[src/rtl/sbg_pkg.sv]
`timescale 1ns/1ps
package sbg_pkg;

   typedef enum logic {
      READ_DURING = 1'b0,
      READ_AFTER  = 1'b1
   } read_mode_e;

   // Counter width that can hold the pulse limit itself without wrapping
   function automatic int unsigned count_width(input int unsigned pulses);
      return $clog2(pulses) + 1;
   endfunction

endpackage

[src/rtl/sbg_arm_sel.sv]
`timescale 1ns/1ps
module sbg_arm_sel
   import sbg_pkg::*;
(
   input  logic busy_n,
   input  logic read_after,
   output logic arm
);

   read_mode_e mode;

   always_comb begin
      mode = read_mode_e'(read_after);
      if (mode == READ_AFTER) begin
         arm = busy_n;
      end else begin
         arm = ~busy_n;
      end
   end

endmodule

[src/rtl/sbg_burst_counter.sv]
`timescale 1ns/1ps
module sbg_burst_counter #(
   parameter int unsigned PULSES = 16,
   parameter int unsigned CW     = 5
) (
   input  logic          clk_in,
   input  logic          rst_n,
   input  logic          arm,
   output logic [CW-1:0] cnt,
   output logic          open_next
);

   localparam logic [CW-1:0] LIMIT = CW'(PULSES);

   logic [CW-1:0] cnt_q;

   // Preload to zero whenever not armed; saturate at the limit
   always_ff @(negedge clk_in or negedge rst_n) begin
      if (!rst_n) begin
         cnt_q <= '0;
      end else if (!arm) begin
         cnt_q <= '0;
      end else if (cnt_q < LIMIT) begin
         cnt_q <= cnt_q + 1'b1;
      end
   end

   assign open_next = arm && (cnt_q < LIMIT);
   assign cnt       = cnt_q;

endmodule

[src/rtl/sbg_gate_stage.sv]
`timescale 1ns/1ps
module sbg_gate_stage (
   input  logic clk_in,
   input  logic rst_n,
   input  logic open_next,
   output logic adc_clk,
   output logic frame_n
);

   logic gate_q;
   logic frame_q;

   // Enable changes only while clk_in is low, so the AND never clips a pulse
   always_ff @(negedge clk_in or negedge rst_n) begin
      if (!rst_n) begin
         gate_q  <= 1'b0;
         frame_q <= 1'b1;
      end else begin
         gate_q  <= open_next;
         frame_q <= ~open_next;
      end
   end

   assign adc_clk = clk_in & gate_q;
   assign frame_n = frame_q;

endmodule

[src/rtl/sclk_burst_gate.sv]
`timescale 1ns/1ps
module sclk_burst_gate #(
   parameter int unsigned PULSES = 16
) (
   input  logic clk_in,
   input  logic rst_n,
   input  logic busy_n,
   input  logic read_after,
   output logic adc_clk,
   output logic frame_n
);

   localparam int unsigned CW = sbg_pkg::count_width(PULSES);

   if (PULSES < 1) begin : g_bad_pulses
      $error("sclk_burst_gate: PULSES must be at least 1");
   end

   logic          arm_w;
   logic [CW-1:0] cnt_w;
   logic          open_w;

   sbg_arm_sel arm_i (
      .busy_n     (busy_n),
      .read_after (read_after),
      .arm        (arm_w)
   );

   sbg_burst_counter #(
      .PULSES (PULSES),
      .CW     (CW)
   ) cnt_i (
      .clk_in    (clk_in),
      .rst_n     (rst_n),
      .arm       (arm_w),
      .cnt       (cnt_w),
      .open_next (open_w)
   );

   sbg_gate_stage gate_i (
      .clk_in    (clk_in),
      .rst_n     (rst_n),
      .open_next (open_w),
      .adc_clk   (adc_clk),
      .frame_n   (frame_n)
   );

endmodule

[config.mk]
export PLATFORM = sky130hd
export DESIGN_NAME = sclk_burst_gate
export DESIGN_NICKNAME = d
export VERILOG_FILES = /design/src/rtl/sbg_pkg.sv /design/src/rtl/sbg_arm_sel.sv /design/src/rtl/sbg_burst_counter.sv /design/src/rtl/sbg_gate_stage.sv /design/src/rtl/sclk_burst_gate.sv
export SDC_FILE = /design/constraint.sdc
export NUM_CORES = 1
export LEC_CHECK = 0
export BUFFER_PORTS_ARGS = -buffer_cell sky130_fd_sc_hd__buf_2
export CORE_AREA = 2 2 39 41
export CTS_CLUSTER_DIAMETER = 120
export CTS_CLUSTER_SIZE = 10
export DETAILED_ROUTE_END_ITERATION = 10
export DIE_AREA = 0 0 41 43
export SYNTH_ARGS = -nofsm -noshare
export SYNTH_HDL_FRONTEND = slang
export SYNTH_SLANG_ARGS = --single-unit
[constraint.sdc]
create_clock -name clk_in -period 1.2 [get_ports clk_in]
set_input_delay 0 -clock clk_in [delete_from_list [all_inputs] [get_ports clk_in]]
set_output_delay 0 -clock clk_in [all_outputs]
set_load 0.005 [all_outputs]
* Word-level counts from Yosys, hierarchy flattened
Index checks and enable logic that the tools add are counted.
Widths: inputs -> output; s select.
** Storage, ports and cells
- Flip-flop bits (word level) :: 7
- Input bits :: 4
- Output and inout port bits :: 2
- Logic and storage cells :: 13
** Cells by class
- Add/subtract/negate cells :: 1
- Order comparisons :: 1
- Equal/unequal tests :: 1
- Muxes and demuxes :: 3
- Bitwise gates (word level) :: 3
- Reductions and logical operators :: 1
** Operator list (number)
- $mux 5 :: 2
- $add 5x1->5 const B :: 1
- $lt 5x5->1 const B :: 1
- $ne 2x2->1 const B :: 1
- $not 1->1 :: 2
- $and 1x1->1 :: 1
- $logic_and 1x1->1 :: 1
- $mux 1 :: 1

* Logic depth before layout (Yosys ltp)
- Word-level depth :: 4
- Mapped depth :: 4
- Mapped depth without buffers :: 4

* Cells and area by module
From an unflattened synthesis, not the netlist that was laid out.
** Second synthesis, totals
- Cells, all modules :: 25
- Area total of the unflattened synthesis :: 309.0 um^2
** Modules (own cells, without submodules)
- sbg_burst_counter :: instances 1, cells an instance 19, area an instance 235.2 um^2
- sbg_gate_stage :: instances 1, cells an instance 5, area an instance 65.1 um^2
- sbg_arm_sel :: instances 1, cells an instance 1, area an instance 8.8 um^2

==> results.toml <==
[cts]
ctsResizeCount = 0
path_clk_slew_ps = 40
post_cts_buffers = 0
clk_latency_ps = 420
cts_tree = "done"

[floorplanning]
core_area_sq_um = 1380
die_h_um = 43
floorplan.initialDensity_pct = 21.8
die_x_um = 41
rows = 14
io_pins = 6
die_area_sq_um = 1760

[detailed_routing]
drt_first_pass_iters = 3
wirelength_um = 516
vias_per_cell = 3.86
post-route-drc-count = 0
initialDrtViolationCount = 3
postRouteAntennaNets = 0
vias = 216
drt-wirelength-per-cell_um = 9.21

[sta]
drv_slew = 0
max-slew-margin-rel_pct = 85.5
skew_ps = 41.7
fin_hold_ws_ps = 414
setup_slack_ps = -414
rsz0062_at_grt = "true"
tightestPinTransition_ps = 217
finalSetupViolCount = 3
hold_violations = 0

[global_routing]
grt_antenna_before_repair = 0
grt_use_total_pct = 10.4
grt_pass1_vias = 250
grt_pass1_wl_um = 938
grt.overflow.total = 0
grt_max_degree = 8

[critical_path]
start_kind = "register"
end_kind = "output pin"
critPathBufInv = 1
path_cells = "buf_2"
crit_path_max_fanout = 1
cp_data_arrival_time_ps = 1610
worst-setup-path-type = "register to output pin"
slowest_stage = "dfstp_2"
crit_path_max_incr_delay_ps = 500
cp_top_family = "flip-flops"
required_ps = 1200

[power_and_ir_drop]
cellLeakagePower_nw = 0.216
vdd_ir_drop_max_uv = 769
p_per_area_nw_per_um2 = 1770

[synth]
syn_area_sq_um = 302
synth-seq-cells = 7
syn_inst = 25
syn_nets = 30
seq_area_frac_synth_pct = 58.5
ys.warnings.count = 0
ys_types = 14
avgSynthCellArea_sq_um = 12.1

[finish]
layout-drive-gt1-share_pct = 37.5
fin_cells = 56
insertedDiodeCount = 0
multi_input_area_sq_um = 118
fillCellCount = 140
seqCellArea_sq_um = 176
final_util_pct = 30.4
finalNetCount = 46
final_cell_area_sq_um = 420
area.growth.synth_to_final_pct = 39.4
final_cell_mix = "clkbuf_4, dfrtn_1, nor2_1, buf_2, inv_1"

[placed_design]
placed_cells = 48
place_congestion = 0.769
portBuffers = 5
dpl_cell_area_sq_um = 362

[status]
violations = "setup timing"
status = "complete, but fails checks"

[run]
cap_violations = 0

[hold_path]
hold_path.class = "input pin to register"
cells in the mapped netlist (all sizes together):
cell type	n	share of area (%)
or2	1	2.1
ha	1	4.1
nand4b	1	2.9
inv	2	2.5
nor2b	1	2.1
a31oi	1	2.1
mux2i	1	3.3
and2	1	2.1
dfstp	1	8.7
dfrtn	6	50
xor2	3	11
xnor2	1	2.9
nor2	5	6.2
cell type report:
type                       instances  share of cell area (%)
clock buffer                       7                    11.9
clock inverter                     2                    1.79
inverter                           1                   0.893
multi-input combinational         16                    28.0
sequential                         7                    42.0
tap                               16                    4.76
timing repair buffer               7                    10.7
state kept, by name, summed over array words and instances (netlist names):
signal / count
cnt_i.cnt: 5
gate_i.frame_n: 1
gate_i.gate_q: 1
worst paths after layout:
| kind | start | end | slack (ps) | depth (start not counted) |
|---|---|---|---|---|
| hold / removal | busy_n | cnt_i.cnt[0] | 410 | 3 |
| min in group asynchronous | rst_n | cnt_i.cnt[4] | 470 | 2 |
| hold reg to reg | cnt_i.cnt[2] | cnt_i.cnt[2] | 500 | 2 |
| setup reg to reg | cnt_i.cnt[1] | cnt_i.cnt[2] | 140 | 4 |
| setup / recovery | gate_i.frame_n | frame_n | -410 | 1 |
| max in group asynchronous | rst_n | gate_i.frame_n | 420 | 2 |
report_power, final:
group	internal (W)	leakage (nW)	switching, W
Combinational	0.0000427	0.0809	0.0000368
Sequential	0.000266	0.0895	0.0000147
Clock	0.000254	0.0457	0.000130
per-layer routing:
layer / global-route usage (%) / up-vias / wire length [um]
met5: 0 / - / 0
met4: 14.7 / 0 / 3
met3: 12.6 / 2 / 43
met2: 9.38 / 8 / 253
met1: 8.97 / 98 / 216
li1: - / 108 / -
metrics by stage:
stage | worst slack (ps) | power, W | TNS, ps
2_1_floorplan | 59.8 | 0.000353 | 0
3_3_place_gp | -57.5 | 0.000402 | -250
3_5_place_dp | -54.6 | 0.000405 | -253
4_1_cts | -427 | 0.000765 | -797
5_1_grt | -473 | 0.000815 | -902
6_report | -414 | 0.000744 | -772
cells by family (layout without fill, tap and decap cells):
group / after synthesis / count (layout) / share of synthesized area, %
multiplexers: 1 / 1 / 3.32
AO/OA/AOI/OAI: 1 / 1 / 2.08
XOR/XNOR: 4 / 4 / 14.1
flip-flops: 7 / 7 / 58.5
buffers and inverters: 2 / 17 / 2.49
adder cells (fa/ha/maj): 1 / 1 / 4.15
AND/OR/NAND/NOR: 9 / 9 / 15.4
what timing repair did:
item                                    CTS  global route
hold buffers                              1             0
endpoints found under the hold margin     6             0
endpoints found under the setup margin    3             3
Note: power is estimated with default switching activity, not from simulation.
